File: src/rtl/hsq_pkg.sv
package hsq_pkg;
  // flag bit positions inside one head descriptor
  localparam int FL_SQUASH  = 0;
  localparam int FL_EXEC    = 1;
  localparam int FL_NONSPEC = 2;
  localparam int FL_STCOND  = 3;
  localparam int FL_MEMBAR  = 4;
  localparam int FL_WRBAR   = 5;
  localparam int FL_QUIESCE = 6;
  localparam int FL_LOAD    = 7;
  localparam int FL_FAULT   = 8;
  localparam int FL_NOP     = 9;
  localparam int FL_IPREF   = 10;
  localparam int FLAG_W     = 11;

  localparam int INSN_BYTES = 4;

  typedef enum logic [2:0] {
    ACT_NONE,      // slot not examined or stopped without action
    ACT_RETIRE_SQ, // squashed head popped for free
    ACT_COMMIT,    // executed head committed
    ACT_NONSPEC,   // non-speculative request sent
    ACT_UNCACHED,  // uncached load request sent
    ACT_TRAP,      // trap raised
    ACT_ERROR,     // unhandled unexecuted head
    ACT_WAIT       // head must wait, cycle ends
  } slot_act_e;
endpackage

File: src/rtl/hsq_slot_eval.sv
module hsq_slot_eval
  import hsq_pkg::*;
#(
  parameter int COMMIT_W = 4,
  parameter int CW       = 3
) (
  input  logic              go_i,
  input  logic [CW-1:0]     cnt_i,
  input  logic              vld_i,
  input  logic              rdy_i,
  input  logic [FLAG_W-1:0] flags_i,
  input  logic              stores_pend_i,
  output logic              go_o,
  output logic [CW-1:0]     cnt_o,
  output slot_act_e         act_o
);
  logic avail;
  logic first;
  logic ns_grp;
  logic drain_need;

  assign avail      = go_i && (cnt_i < CW'(COMMIT_W)) && vld_i && rdy_i;
  assign first      = (cnt_i == '0);
  assign ns_grp     = flags_i[FL_NONSPEC] | flags_i[FL_STCOND] |
                      flags_i[FL_MEMBAR]  | flags_i[FL_WRBAR];
  assign drain_need = flags_i[FL_MEMBAR] | flags_i[FL_WRBAR] | flags_i[FL_QUIESCE];

  always_comb begin
    act_o = ACT_NONE;
    if (avail) begin
      if (flags_i[FL_SQUASH]) begin
        act_o = ACT_RETIRE_SQ;
      end else if (!flags_i[FL_EXEC]) begin
        if (ns_grp) begin
          if (drain_need && stores_pend_i) act_o = ACT_WAIT;
          else if (first)                  act_o = ACT_NONSPEC;
          else                             act_o = ACT_WAIT;
        end else if (flags_i[FL_LOAD]) begin
          act_o = ACT_UNCACHED;
        end else begin
          act_o = ACT_ERROR;
        end
      end else if (flags_i[FL_FAULT]) begin
        act_o = (!stores_pend_i && first) ? ACT_TRAP : ACT_WAIT;
      end else begin
        act_o = ACT_COMMIT;
      end
    end
  end

  assign go_o  = (act_o == ACT_RETIRE_SQ) || (act_o == ACT_COMMIT);
  assign cnt_o = cnt_i + ((act_o == ACT_COMMIT) ? CW'(1) : CW'(0));
endmodule

File: src/rtl/hsq_thread_state.sv
module hsq_thread_state
  import hsq_pkg::*;
#(
  parameter int TID    = 0,
  parameter int N_SLOT = 6,
  parameter int TID_W  = 1,
  parameter int SEQ_W  = 16,
  parameter int PC_W   = 32
) (
  input  logic                          clk,
  input  logic                          rst_n,
  input  logic [N_SLOT-1:0]             commit_i,
  input  logic [N_SLOT-1:0][TID_W-1:0]  tid_i,
  input  logic [N_SLOT-1:0][SEQ_W-1:0]  seq_i,
  input  logic [N_SLOT-1:0][PC_W-1:0]   npc_i,
  output logic [SEQ_W-1:0]              done_seq_o,
  output logic [PC_W-1:0]               pc_o,
  output logic [PC_W-1:0]               npc_o
);
  logic             hit;
  logic [SEQ_W-1:0] seq_d, seq_q;
  logic [PC_W-1:0]  pc_d, pc_q;
  logic [PC_W-1:0]  npc_d, npc_q;

  // later slots override earlier ones for the same thread
  always_comb begin
    hit   = 1'b0;
    seq_d = seq_q;
    pc_d  = pc_q;
    npc_d = npc_q;
    for (int k = 0; k < N_SLOT; k++) begin
      if (commit_i[k] && (tid_i[k] == TID_W'(TID))) begin
        hit   = 1'b1;
        seq_d = seq_i[k];
        pc_d  = npc_i[k];
        npc_d = npc_i[k] + PC_W'(INSN_BYTES);
      end
    end
  end

  always_ff @(posedge clk or negedge rst_n) begin
    if (!rst_n) begin
      seq_q <= '0;
      pc_q  <= '0;
      npc_q <= '0;
    end else if (hit) begin
      seq_q <= seq_d;
      pc_q  <= pc_d;
      npc_q <= npc_d;
    end
  end

  assign done_seq_o = seq_q;
  assign pc_o       = pc_q;
  assign npc_o      = npc_q;

  AST_THREAD_HOLD: assert property (@(posedge clk) disable iff (!rst_n)
    !hit |=> $stable(seq_q) && $stable(pc_q))
    else $error("thread state moved without a commit");
  AST_NPC_STEP: assert property (@(posedge clk) disable iff (!rst_n)
    hit |=> (npc_q == pc_q + PC_W'(INSN_BYTES)))
    else $error("next pc not one instruction past pc");
endmodule

File: src/rtl/hsq_stats.sv
module hsq_stats #(
  parameter int COMMIT_W = 4,
  parameter int CW       = 3,
  parameter int CNT_W    = 32
) (
  input  logic             clk,
  input  logic             rst_n,
  input  logic [CW-1:0]    used_cnt_i,
  input  logic [CW-1:0]    insn_cnt_i,
  input  logic             err_evt_i,
  output logic [CNT_W-1:0] insn_total_o,
  output logic [CNT_W-1:0] bw_events_o,
  output logic             err_o
);
  logic [CNT_W-1:0] total_d, total_q;
  logic [CNT_W-1:0] bw_d, bw_q;
  logic             err_d, err_q;
  logic             full;
  logic             total_en;

  assign full     = (used_cnt_i == CW'(COMMIT_W));
  assign total_en = (insn_cnt_i != '0);

  always_comb begin
    total_d = total_q + CNT_W'(insn_cnt_i);
    bw_d    = bw_q + CNT_W'(1);
    err_d   = err_q | err_evt_i;
  end

  always_ff @(posedge clk or negedge rst_n) begin
    if (!rst_n) begin
      total_q <= '0;
      bw_q    <= '0;
      err_q   <= 1'b0;
    end else begin
      if (total_en) total_q <= total_d;
      if (full)     bw_q    <= bw_d;
      err_q <= err_d;
    end
  end

  assign insn_total_o = total_q;
  assign bw_events_o  = bw_q;
  assign err_o        = err_q;

  AST_BW_EVENT: assert property (@(posedge clk) disable iff (!rst_n)
    full |=> (bw_q == $past(bw_q) + CNT_W'(1)))
    else $error("full-width cycle not counted");
  AST_ERR_STICKY: assert property (@(posedge clk) disable iff (!rst_n)
    err_q |=> err_q)
    else $error("error flag dropped");
  AST_INSN_LE_USED: assert property (@(posedge clk) disable iff (!rst_n)
    insn_cnt_i <= used_cnt_i)
    else $error("counted more instructions than commits");
endmodule

File: src/rtl/hsq_commit_seq.sv
module hsq_commit_seq
  import hsq_pkg::*;
#(
  parameter int N_SLOT   = 6,
  parameter int COMMIT_W = 4,
  parameter int THREADS  = 2,
  parameter int SEQ_W    = 16,
  parameter int PC_W     = 32,
  parameter int CNT_W    = 32,
  localparam int TID_W   = (THREADS > 1) ? $clog2(THREADS) : 1,
  localparam int CW      = $clog2(COMMIT_W + 1)
) (
  input  logic                           clk,
  input  logic                           rst_n,
  input  logic [N_SLOT-1:0]              slot_vld_i,
  input  logic [N_SLOT-1:0]              slot_rdy_i,
  input  logic [N_SLOT-1:0][TID_W-1:0]   slot_tid_i,
  input  logic [N_SLOT-1:0][SEQ_W-1:0]   slot_seq_i,
  input  logic [N_SLOT-1:0][PC_W-1:0]    slot_npc_i,
  input  logic [N_SLOT-1:0][FLAG_W-1:0]  slot_flags_i,
  input  logic                           stores_pend_i,
  output logic [N_SLOT-1:0]              retire_o,
  output logic [CW-1:0]                  used_cnt_o,
  output logic [CW-1:0]                  insn_cnt_o,
  output logic                           nonspec_req_o,
  output logic                           uncached_req_o,
  output logic                           trap_req_o,
  output logic [TID_W-1:0]               req_tid_o,
  output logic [SEQ_W-1:0]               req_seq_o,
  output logic [THREADS-1:0][SEQ_W-1:0]  done_seq_o,
  output logic [THREADS-1:0][PC_W-1:0]   pc_o,
  output logic [THREADS-1:0][PC_W-1:0]   npc_o,
  output logic [CNT_W-1:0]               insn_total_o,
  output logic [CNT_W-1:0]               bw_events_o,
  output logic                           err_o
);
  // reset: asserted at once, released after two clock edges
  logic [1:0] rst_sync_q;
  logic       rst_s_n;

  always_ff @(posedge clk or negedge rst_n) begin
    if (!rst_n) rst_sync_q <= '0;
    else        rst_sync_q <= {rst_sync_q[0], 1'b1};
  end
  assign rst_s_n = rst_sync_q[1];

  // slot examination chain
  logic [N_SLOT:0]          go_c;
  logic [N_SLOT:0][CW-1:0]  cnt_c;
  slot_act_e                act [N_SLOT];
  logic [N_SLOT-1:0]        commit_v;
  logic                     err_evt;

  assign go_c[0]  = 1'b1;
  assign cnt_c[0] = '0;

  for (genvar g = 0; g < N_SLOT; g++) begin : g_slot
    hsq_slot_eval #(.COMMIT_W(COMMIT_W), .CW(CW)) u_eval (
      .go_i         (go_c[g]),
      .cnt_i        (cnt_c[g]),
      .vld_i        (slot_vld_i[g]),
      .rdy_i        (slot_rdy_i[g]),
      .flags_i      (slot_flags_i[g]),
      .stores_pend_i(stores_pend_i),
      .go_o         (go_c[g+1]),
      .cnt_o        (cnt_c[g+1]),
      .act_o        (act[g])
    );
  end

  assign used_cnt_o = cnt_c[N_SLOT];

  // merge slot actions; at most one slot ends the walk with a request
  always_comb begin
    retire_o       = '0;
    commit_v       = '0;
    insn_cnt_o     = '0;
    nonspec_req_o  = 1'b0;
    uncached_req_o = 1'b0;
    trap_req_o     = 1'b0;
    err_evt        = 1'b0;
    req_tid_o      = '0;
    req_seq_o      = '0;
    for (int k = 0; k < N_SLOT; k++) begin
      retire_o[k] = (act[k] == ACT_RETIRE_SQ) || (act[k] == ACT_COMMIT);
      commit_v[k] = (act[k] == ACT_COMMIT);
      if (commit_v[k] && !slot_flags_i[k][FL_NOP] && !slot_flags_i[k][FL_IPREF])
        insn_cnt_o = insn_cnt_o + CW'(1);
      if (act[k] == ACT_NONSPEC)  nonspec_req_o  = 1'b1;
      if (act[k] == ACT_UNCACHED) uncached_req_o = 1'b1;
      if (act[k] == ACT_TRAP)     trap_req_o     = 1'b1;
      if (act[k] == ACT_ERROR)    err_evt        = 1'b1;
      if ((act[k] == ACT_NONSPEC) || (act[k] == ACT_UNCACHED) || (act[k] == ACT_TRAP)) begin
        req_tid_o = slot_tid_i[k];
        req_seq_o = slot_seq_i[k];
      end
    end
  end

  for (genvar t = 0; t < THREADS; t++) begin : g_thr
    hsq_thread_state #(
      .TID(t), .N_SLOT(N_SLOT), .TID_W(TID_W), .SEQ_W(SEQ_W), .PC_W(PC_W)
    ) u_thr (
      .clk       (clk),
      .rst_n     (rst_s_n),
      .commit_i  (commit_v),
      .tid_i     (slot_tid_i),
      .seq_i     (slot_seq_i),
      .npc_i     (slot_npc_i),
      .done_seq_o(done_seq_o[t]),
      .pc_o      (pc_o[t]),
      .npc_o     (npc_o[t])
    );
  end

  hsq_stats #(.COMMIT_W(COMMIT_W), .CW(CW), .CNT_W(CNT_W)) u_stats (
    .clk         (clk),
    .rst_n       (rst_s_n),
    .used_cnt_i  (used_cnt_o),
    .insn_cnt_i  (insn_cnt_o),
    .err_evt_i   (err_evt),
    .insn_total_o(insn_total_o),
    .bw_events_o (bw_events_o),
    .err_o       (err_o)
  );

  AST_WIDTH_CAP: assert property (@(posedge clk) disable iff (!rst_s_n)
    used_cnt_o <= CW'(COMMIT_W))
    else $error("commit width exceeded");
  AST_ONE_REQ: assert property (@(posedge clk) disable iff (!rst_s_n)
    $onehot0({nonspec_req_o, uncached_req_o, trap_req_o, err_evt}))
    else $error("more than one terminating request");
  AST_NONSPEC_SLOT0: assert property (@(posedge clk) disable iff (!rst_s_n)
    nonspec_req_o |-> (used_cnt_o == '0))
    else $error("non-speculative request behind a commit");
  AST_TRAP_SLOT0: assert property (@(posedge clk) disable iff (!rst_s_n)
    trap_req_o |-> (used_cnt_o == '0) && !stores_pend_i)
    else $error("trap raised behind a commit or with stores pending");
  AST_REQ_NO_RETIRE_ALL: assert property (@(posedge clk) disable iff (!rst_s_n)
    (trap_req_o || uncached_req_o) |-> (retire_o != '1))
    else $error("request raised while every slot retired");
endmodule

File: config.mk
export PLATFORM = sky130hd
export DESIGN_NAME = hsq_commit_seq
export DESIGN_NICKNAME = d
export VERILOG_FILES = /design/src/rtl/hsq_pkg.sv /design/src/rtl/hsq_slot_eval.sv /design/src/rtl/hsq_thread_state.sv /design/src/rtl/hsq_stats.sv /design/src/rtl/hsq_commit_seq.sv
export SDC_FILE = /design/constraint.sdc
export NUM_CORES = 1
export LEC_CHECK = 0
export BUFFER_PORTS_ARGS = -buffer_cell sky130_fd_sc_hd__buf_2
export CORE_AREA = 4 4 241 243
export CTS_CLUSTER_DIAMETER = 120
export DETAILED_ROUTE_END_ITERATION = 10
export DIE_AREA = 0 0 245 247
export PLACE_DENSITY = 0.6
export SYNTH_ARGS = -nofsm -noshare
export SYNTH_HDL_FRONTEND = slang
export SYNTH_SLANG_ARGS = --single-unit
File: constraint.sdc
create_clock -name clk -period 12.85 [get_ports clk]
set_clock_uncertainty 0.15 [all_clocks]
set_input_delay 1.285 -clock clk [delete_from_list [all_inputs] [get_ports clk]]
set_output_delay 1.285 -clock clk [all_outputs]
set_load 0.02 [all_outputs]
# After elaboration in Yosys (flattened, before gate mapping)
# Cells that the tools add are included.
totals:
  ff_bits: 227
  output_inout_bits: 257
  wordCells: 348
op_classes:
  addsub: 18
  n_lt_le_gt_ge: 5
  n_eq_ne: 37
  muxes: 149
  bitwise_logic: 37
  n_reduce_logical: 92
ops:
  columns: ["cell", "n"]
  rows:
  - ["$mux W32", 24]
  - ["$mux W16", 18]
  - ["$add A32 B3 Y32 const B", 6]
  - ["$mux W3", 45]
  - ["$eq A3 B3 Y1 const B", 19]
  - ["$logic_and A1 B1 Y1", 51]
  - ["$mux W1", 49]
  - ["$eq A3 B2 Y1 const B", 12]
  - ["$add A32 B1 Y32 const B", 1]
  - ["$add A32 B3 Y32", 1]
  - ["$or A1 B1 Y1", 31]
  - ["$mux W2", 13]
  - ["$eq A3 B1 Y1 const B", 6]
  - ["$logic_or A1 B1 Y1", 18]
  - ["$logic_not A3 Y1", 5]
  - ["$logic_not A1 Y1", 13]
  - ["$add A3 B1 Y3 const B", 4]
  - ["$add A3 B3 Y3", 4]
  - ["$lt A3 B3 Y1 const B", 4]
  - ["$reduce_bool A6 Y1", 2]
  - ["$not A1 Y1", 6]
  - ["$reduce_and A2 Y1", 2]
  - ["$add A1 B3 Y3", 1]
  - ["$lt A1 B3 Y1 const B", 1]
  - ["other kinds (2)", 2]

# Depth between registers and ports, before layout
# Gate-level depths: netlist (run 1).
logic_depth:
  depth_word: 62
  mapped_depth: 39

# Hierarchy
# Synthesis (run 1) repeated with hierarchy kept, for this count alone.
hier_totals:
  hier_cells: 2208
  hier_area_um2: 17917.2
by_module_without_submodules:
  columns: ["mod", "n_inst", "cells_each", "area_per_inst_um2"]
  rows:
  - ["hsq_thread_state (g_thr[0].u_thr)", 1, 804, 6197.2]
  - ["hsq_thread_state (g_thr[1].u_thr)", 1, 781, 5929.4]
  - ["hsq_stats", 1, 269, 3044.2]
  - ["hsq_commit_seq", 1, 227, 1555.2]
  - ["hsq_slot_eval (g_slot[1].u_eval ...)", 5, 21, 198.9]
  - ["hsq_slot_eval (g_slot[0].u_eval)", 1, 22, 196.4]

# Worst setup path after synthesis (run 1)
# Ideal clock, no wire load.
synth_timing:
  kind: "input to register"
  start: "in slot_flags_i[5] in the netlist's numbering"
  end: "reg u_stats.bw_q[31], in the netlist u_stats.bw_events_o[31]"
  arrival_time_ns: 10.151
  required_ns: 12.621
  slack_ns: 2.470
  cell_stages: 37
  path_buffers: 2
  path_cell_list: "or4_4 -> o221a_4 -> or4b_4 -> a211o_1 -> nor2_1 -> nand2_1 -> nor3_1 -> ha_1 -> ha_1 -> nand3b_1 -> or3_1 -> nor2_1 -> ha_1 -> fa_1 -> nand3b_1 -> a211o_1 -> or3_1 -> clkbuf_1 -> nor3b_1 -> ha_1 -> ha_1 -> nor3_1 -> a41oi_1 -> nand2_1 -> nor4_4 -> ha_1 -> ha_1 -> xnor2_1 -> nor3b_1 -> and4_1 -> clkbuf_1 -> nand4_1 -> nor2_1 -> nand3_1 -> or2_2 -> nor2_1 -> xor2_1"
synth_via:
  elab_chain_len: 61
synth_lines:
  columns: ["element", "line_no", "source"]
  rows:
  - ["start, declared", "hsq_commit_seq.sv:20", "input logic [N_SLOT-1:0][FLAG_W-1:0] slot_flags_i,"]
  - ["$or A1 B1 Y1 (2 in a row)", "hsq_slot_eval.sv:26", "assign drain_need = flags_i[FL_MEMBAR] | flags_i[FL_WRBAR] | flags_i[FL_QUIESCE];"]
  - ["$logic_and A1 B1 Y1", "hsq_slot_eval.sv:35", "if (drain_need && stores_pend_i) act_o = ACT_WAIT;"]
  - ["$mux W3", "hsq_slot_eval.sv:35", null]
  - ["$mux W3 *", "hsq_slot_eval.sv:34", "if (ns_grp) begin"]
  - ["$mux W3 *", "hsq_slot_eval.sv:33", "end else if (!flags_i[FL_EXEC]) begin"]
  - ["$mux W3 *", "hsq_slot_eval.sv:31", "if (flags_i[FL_SQUASH]) begin"]
  - ["$mux W3 *", "hsq_slot_eval.sv:30", "if (avail) begin"]
  - ["$eq A3 B2 Y1", "hsq_slot_eval.sv:51, hsq_slot_eval.sv:52", null]
  - ["[45 not listed]", null, null]
  - ["$mux W3", "hsq_slot_eval.sv:33", null]
  - ["$mux W3", "hsq_slot_eval.sv:31", null]
  - ["$mux W3", "hsq_slot_eval.sv:30", null]
  - ["$eq A3 B2 Y1", null, null]
  - ["$mux W1", "hsq_slot_eval.sv:52", "assign cnt_o = cnt_i + ((act_o == ACT_COMMIT) ? CW'(1) : CW'(0));"]
  - ["$add A3 B3 Y3 *", "hsq_slot_eval.sv:52", null]
  - ["named net used_cnt_o[2]", "hsq_commit_seq.sv:23", "output logic [CW-1:0] used_cnt_o,"]
  - ["$eq A3 B3 Y1 *", "hsq_stats.sv:21", "assign full = (used_cnt_i == CW'(COMMIT_W));"]
  - ["end signal, assigned", "hsq_stats.sv:37", "if (full) bw_q <= bw_d;"]
  - ["end, declared", "hsq_stats.sv:16", "logic [CNT_W-1:0] bw_d, bw_q;"]
# The timed path passes the listed nets; every way through them passes the cells marked *.
# A chain may end at the register's enable or synchronous reset.

# Worst setup path after layout (run 1)
layout_timing:
  start: "in slot_flags_i[5] in the netlist's numbering"
  end: "out req_seq_o[15]"
layout_via:
  elab_chain_len: 61
layout_lines:
  columns: ["element", "line_no", "source"]
  rows:
  - ["$or A1 B1 Y1 (2 in a row)", "hsq_slot_eval.sv:26", null]
  - ["$logic_and A1 B1 Y1", "hsq_slot_eval.sv:35", null]
  - ["$mux W3", "hsq_slot_eval.sv:35", null]
  - ["$mux W3 *", "hsq_slot_eval.sv:34", null]
  - ["$mux W3 *", "hsq_slot_eval.sv:33", null]
  - ["$mux W3 *", "hsq_slot_eval.sv:31", null]
  - ["$mux W3 *", "hsq_slot_eval.sv:30", null]
  - ["$eq A3 B2 Y1", "hsq_slot_eval.sv:51, hsq_slot_eval.sv:52", null]
  - ["[43 not listed]", null, null]
  - ["$mux W3 / $mux W2 (equally long branches)", "hsq_slot_eval.sv:35, hsq_slot_eval.sv:44", null]
  - ["$mux W3, on equally long branches", "hsq_slot_eval.sv:34, hsq_slot_eval.sv:43", null]
  - ["$mux W3", "hsq_slot_eval.sv:33", null]
  - ["$mux W3", "hsq_slot_eval.sv:31", null]
  - ["$mux W3", "hsq_slot_eval.sv:30", null]
  - ["$eq A3 B2 Y1 / $eq A3 B3 Y1 (equally long branches)", "hsq_commit_seq.sv:93", "if ((act[k] == ACT_NONSPEC) || (act[k] == ACT_UNCACHED) || (act[k] == ACT_TRAP)) begin"]
  - ["$logic_or A1 B1 Y1 (2 in a row)", "hsq_commit_seq.sv:93", null]
  - ["$mux W16 *", "hsq_commit_seq.sv:93", null]
  - ["end, declared", "hsq_commit_seq.sv:29", "output logic [SEQ_W-1:0] req_seq_o,"]
# Every way passes the cells marked *; elsewhere a longest branch is shown, timed or not.

==> impl_metrics.yaml, run 1 <==
status:
  status: "finished, final reports clean"
detailed_routing:
  wl_mm: 102
  met1_length_mm: 41.1
  drtIter0Drc: 2647
  antenna_left: 0
  dr.pass1.iters: 6
  route.top_layer_used: "met5"
  wl_met2_mm: 46.6
  route.met3.wl_mm: 9.59
  avgViaCountPerCell: 6.01
  drcViolationCount: 0
  dr_total_vias: 25131
  routedWlPerCell_um: 24.4
final_layout:
  layout_commonest_cell: "buf_2"
  ff_latch_area_mm2: 0.00558
  multi_input_comb_area_mm2: 0.0141
  nNetsFinal: 3774
  utilization_pct: 45.4
  design_area_mm2: 0.0254
  final_cell_mix: "buf_2, nand2_1, a21oi_1"
  nFillCells: 5850
  area_growth_pct: 23.2
  final_layout_size_suffix_gt1_share_pct: 22.7
floorplanning:
  die_x_um: 245
  pin_count: 632
  rows: 87
  dieArea_mm2: 0.0605
  start_util_pct: 36.8
  die_y_um: 247
  core_mm2: 0.0560
setup_path:
  cp_slowest_cell: "nor2_2"
  crit_required_ns: 11.41
  end_kind: "primary output"
  critPathKind: "in -> out"
  cp_slowest_stage_delay_ns: 0.80
  arrival_ns: 9.97
  crit_fanout: 17
  critPathMostFrequentCell: "ha_1"
  startpoint_type: "input pin"
timing:
  fin_setup_tns_ns: 0
  finalHoldViolCount: 0
  min_period_ns: 11.40
  timing.fmax_ghz: 0.0877
  post-route-period-util_pct: 88.7
  maxSlewViolCount: 0
  worst_pin_slew_ns: 1.21
  relSlewSlack_pct: 18.8
  setup_viol_count_final: 0
  grt_setup_unrepaired: "false"
global_routing:
  antenna_found_initial: 38
  grt_pass1_wl_mm: 150
  grt_max_degree: 74
  grt_pass1_vias: 23527
  grt_overflow: 0
  grt_usage_pct: 31.9
cts:
  hold_buffers: 0
  cts_tree: "built"
  postCtsResizedCells: 0
  cts_buffers: 28
  clk_path_buf_depth: 3
  post_cts_buffers: 0
  cts.sinks: 223
  clk_latency_ns: 0.59
  cts-root-buf: "clkbuf_16"
  htreeDepth: 1
  path_clk_slew_ns: 0.07
placed_design:
  gp_congestion: 0.971
  placed_area_mm2: 0.0243
  portBuffers: 631
  dp_hpwl_mm: 75.8
logic_synthesis:
  ys_ff_latch: 223
  yosysSeqAreaShare_pct: 27.1
  synthDistinctLibCells: 87
  syn-num-nets: 3291
  synth-main-ff-cell: "dfrtp_1"
  synth_cells: 2890
  syn_avg_cell_area_um2: 7.13
  synth-edff-count: 0
  syn-cell-area_mm2: 0.0206
  synthArstFlopShare_pct: 100
  yosysWarningCount: 0
power:
  ir_drop_mv: 0.0968
  p_per_area_mw_per_mm2: 101
  p_leak_nw: 11.3
flow_run:
  drv_cap: 0
worst_hold_path:
  hold_class: "reg -> async"
## power by group
| group | switching, mW | total, mW | internal, mW |
|---|---|---|---|
| Sequential | 0.0891 | 0.916 | 0.827 |
| Clock | 0.356 | 0.888 | 0.532 |
| Combinational | 0.474 | 0.758 | 0.284 |
## flip-flops by register name (all words and copies together) (netlist names)
signal,count
g_thr.u_thr.npc_o,64
u_stats.err_o,1
u_stats.bw_events_o,32
u_stats.insn_total_o,32
g_thr.u_thr.pc_o,60
g_thr.u_thr.done_seq_o,32
rst_sync_q,2
## final timing paths
path	endpoint	slack, ns	start	cells past startpoint
setup / recovery	req_seq_o[15]	1.45	slot_flags_i[5]	29
hold / removal	u_stats.bw_events_o[0]$_DFFE_PN0N_	0.19	rst_sync_q[1]$_DFF_PN0_	0
setup reg to reg	u_stats.insn_total_o[18]$_DFFE_PN0P_	10.06	u_stats.insn_total_o[0]$_DFFE_PN0P_	10
hold reg to reg	u_stats.bw_events_o[0]$_DFFE_PN0N_	0.19	rst_sync_q[1]$_DFF_PN0_	0
max in group asynchronous	g_thr[1].u_thr.pc_o[23]$_DFFE_PN0P_	10.22	rst_sync_q[1]$_DFF_PN0_	2
min in group clk	rst_sync_q[1]$_DFF_PN0_	0.22	rst_sync_q[0]$_DFF_PN0_	0
## metrics by stage
stage / total power, mW / std cells / hold WS [ns] / setup slack [ns]
after global routing: 2.67 / 4173 / 0.223 / 0.902
after global placement: 1.68 / 4099 / 0.200 / 1.55
after detailed placement: 1.68 / 4099 / 0.202 / 1.45
after floorplan: 1.33 / 2890 / 0.181 / 2.47
final: 2.56 / 4183 / 0.187 / 1.45
after CTS: 2.57 / 4151 / 0.210 / 1.60
## worst max-delay path: cells and delay by family
| family | cells | cell delay, ns |
|---|---|---|
| buffers and inverters | 2 | 0.30 |
| adder cells (fa/ha/maj) | 6 | 1.58 |
| multiplexers | 1 | 0.38 |
| AO/OA/AOI/OAI | 4 | 1.38 |
| AND/OR/NAND/NOR | 16 | 5.04 |
## Yosys cell counts (all sizes together) (10+ instances only)
cell       n  area [um2]
nand2    503        1890
a21oi    326        1630
nor2     323        1210
dfrtp    223        5580
nand3    184         926
clkbuf   180         676
xnor2    124        1090
o211ai   122         916
xor2     116        1020
a221oi    97         850
o21ai     78         390
nand4     71         444
nor3      60         300
a211oi    51         383
and3      42         263
buf       42         233
inv       37         139
nor4      37         259
a2111oi   30         283
and4      24         213
ha        23         288
and2      19         119
a222oi    17         170
a22oi     13        97.6
nor2b     12        75.1
nand2b    11        68.8
nor3b     10        75.1
or4       10        78.8
## layer usage
layer / track usage (%) / up-vias
met2: 50.9 / 1332
met4: 12.8 / 16
met3: 7.05 / 251
met1: 42.1 / 11980
met5: 0 / -
li1: - / 11552
## kinds of logic after synthesis
logic type	synth area share (%)
fa+ha+maj	1.69
mux	0.310
compound gates	25.6
buf+inv	5.10
xor+xnor	10.3
flops	27.1
other cells	0.0182
simple gates	29.9
## final cells by class
type	count	area share, %
inverters	38	0.562
clock inverters	14	0.902
diodes	32	0.316
multi-input cells	2407	55.6
flip-flops and latches	223	22.0
repair buffers	675	13.7
well taps	756	3.73
clock buffers	38	3.11
Note: power is estimated with default switching activity, not from simulation.
==> inputs of run 2 (changes only) <==
--- a/config.mk
+++ b/config.mk
@@ -6,11 +6,12 @@
 export NUM_CORES = 1
 export LEC_CHECK = 0
 export BUFFER_PORTS_ARGS = -buffer_cell sky130_fd_sc_hd__buf_2
-export CORE_AREA = 4 4 241 243
+export CORE_AREA = 4 4 246 248
+export CTS_BUF_LIST = sky130_fd_sc_hd__clkbuf_2
 export CTS_CLUSTER_DIAMETER = 120
 export DETAILED_ROUTE_END_ITERATION = 10
-export DIE_AREA = 0 0 245 247
-export PLACE_DENSITY = 0.6
+export DIE_AREA = 0 0 250 252
+export PLACE_DENSITY = 0.58
 export SYNTH_ARGS = -nofsm -noshare
 export SYNTH_HDL_FRONTEND = slang
 export SYNTH_SLANG_ARGS = --single-unit
==> impl_metrics.yaml, run 2 (same netlist as run 1, synthesis figures left out) <==
status:
  status: "finished, final reports clean"
setup_path:
  end_kind: "primary output"
  startpoint_type: "input pin"
  cp_slowest_cell: "nor2_2"
  arrival_ns: 9.87
  cp-startpoint: "slot_flags_i[5]"
  cp_slowest_stage_delay_ns: 0.85
  timing.rr.start: "u_stats.insn_total_o[0]$_DFFE_PN0P_"
  crit_required_ns: 11.41
  crit_fanout: 17
  cp.depth: 29
  critical_path_buf_inv_count: 2
  r2r-end: "u_stats.insn_total_o[24]$_DFFE_PN0P_"
  cp_top_family: "simple AND/OR/NAND/NOR gates"
  cp-endpoint: "req_seq_o[1]"
  reg2regPathDepth: 10
  rrSetupSlack_ns: 10.03
  critPathMostFrequentCell: "ha_1"
  critPathKind: "in -> out"
power:
  comb_power_share_pct: 34.0
  p_leak_nw: 11.3
  seqPwrFrac_pct: 41.3
  p_sw_mw: 0.916
  power.internal_mw: 1.31
  power_frac_clock_pct: 24.7
  p_per_area_mw_per_mm2: 88.9
  switching_share_pct: 41.2
  finalPower_mw: 2.22
  ir_drop_mv: 0.0566
global_routing:
  grt_pass1_vias: 24000
  grt_max_degree: 80
  grt_pass1_wl_mm: 149
  grt_overflow: 0
  antenna_found_initial: 40
  grt_usage_pct: 30.3
detailed_routing:
  wl_mm: 100
  drcViolationCount: 0
  antenna_left: 0
  routedWlPerCell_um: 23.5
  avgViaCountPerCell: 5.90
  drtIter0Drc: 2408
  dr_total_vias: 25202
  dr.pass1.iters: 8
cts:
  htreeDepth: 3
  clk_path_buf_depth: 3
  cts-root-buf: "clkbuf_2"
  clk_latency_ns: 1.02
  path_clk_slew_ns: 0.10
  cts_buffers: 69
  cts.sinks: 223
  cts_tree: "built"
floorplanning:
  die_x_um: 250
  die_y_um: 252
  core_mm2: 0.0585
  pin_count: 632
  rows: 89
  dieArea_mm2: 0.0630
  start_util_pct: 35.2
worst_hold_path:
  hold_class: "reg -> reg"
final_layout:
  nNetsFinal: 3818
  area_growth_pct: 21.3
  layout_commonest_cell: "buf_2"
  final_cell_mix: "buf_2, nand2_1, a21oi_1"
  final_layout_size_suffix_gt1_share_pct: 23.9
  largest_reg_flops: 64
placed_design:
  dp_hpwl_mm: 76.6
  gp_congestion: 0.964
  portBuffers: 631
timing:
  worst_pin_slew_ns: 1.26
  relSlewSlack_pct: 16.1
  min_period_ns: 11.30
  maxSlewViolCount: 0
  fin_setup_tns_ns: 0
  finalHoldViolCount: 0
  grt_setup_unrepaired: "false"
  setup_viol_count_final: 0
  post-route-period-util_pct: 87.9
  timing.fmax_ghz: 0.0885
flow_run:
  drv_cap: 0
run 2: changes by cell type in the layout (fill, tap and decap cells not counted), sizes merged:
cell	delta
buf	+2
bufinv	-5
clkbuf	+55
clkinv	+13
clkinvlp	+2
diode	+4
dlygate4sd3	+1
run 2: timing repair:
| action | CTS | global route |
|---|---|---|
| resized for setup | 0 | 0 |
| buffers inserted | 0 | 0 |
| hold buffers | 1 | 0 |
| hold endpoints to repair | 2 | 0 |
run 2: cell type report:
cell class	count	area (um2)
diodes	36	90.1
clock buffers	93	465
clock inverters	24	111
fillers	6311	33500
inverters	38	143
multi-input cells	2407	14100
flip-flops and latches	223	5580
well taps	773	967
repair buffers	678	3510
run 2: worst register-to-register path, delay by kind of cell, from the launching register on:
| family | cells | cell delay, ns |
|---|---|---|
| AOI/OAI and AO/OA | 2 | 1.00 |
| xor gates and xnor gates | 1 | 0.16 |
| adders and majority gates | 2 | 0.42 |
| buffers and inverters | 2 | 0.12 |
| DFF | 1 | 0.40 |
| and+or+nand+nor | 3 | 0.48 |
run 2: routing by layer:
metal | vias to the layer above | track usage (%) | wire length [um]
li1 | 11670 | - | -
met1 | 12052 | 39.3 | 40500
met2 | 1253 | 50.2 | 47600
met3 | 207 | 6.41 | 8830
met4 | 20 | 10.7 | 3300
met5 | - | 0 | 127
run 2: per-stage QoR:
step	util [%]	cell area [um2]	cells	worst slack (ns)	hold slack (ns)
after floorplan	-	20600	2890	2.47	0.181
after global placement	41.6	24300	4118	1.71	0.182
after detailed placement	41.6	24300	4118	1.38	0.187
after CTS	42.6	24900	4236	1.63	0.200
after global routing	42.7	25000	4256	0.861	0.198
final	42.7	25000	4272	1.55	0.204
run 2: power by group through the flow:
stage / registers, mW / clock network, mW / logic (mW)
3_3_place_gp: 0.930 / 0 / 0.753
3_5_place_dp: 0.932 / 0 / 0.754
4_1_cts: 0.918 / 0.575 / 0.756
5_1_grt: 0.930 / 0.612 / 0.816
6_report: 0.919 / 0.549 / 0.755
2_1_floorplan: 1.07 / 0 / 0.266
run 2: worst min path at each step:
stage	start	end	slack, ns	cells after the start
final	rst_sync_q[0]$_DFF_PN0_	rst_sync_q[1]$_DFF_PN0_	0.20	0
after global placement	rst_sync_q[0]$_DFF_PN0_	rst_sync_q[1]$_DFF_PN0_	0.18	0
after global routing	rst_sync_q[0]$_DFF_PN0_	rst_sync_q[1]$_DFF_PN0_	0.20	0
after CTS	rst_sync_q[0]$_DFF_PN0_	rst_sync_q[1]$_DFF_PN0_	0.20	0
after floorplan	rst_sync_q[0]$_DFF_PN0_	rst_sync_q[1]$_DFF_PN0_	0.18	0
after detailed placement	rst_sync_q[0]$_DFF_PN0_	rst_sync_q[1]$_DFF_PN0_	0.19	0
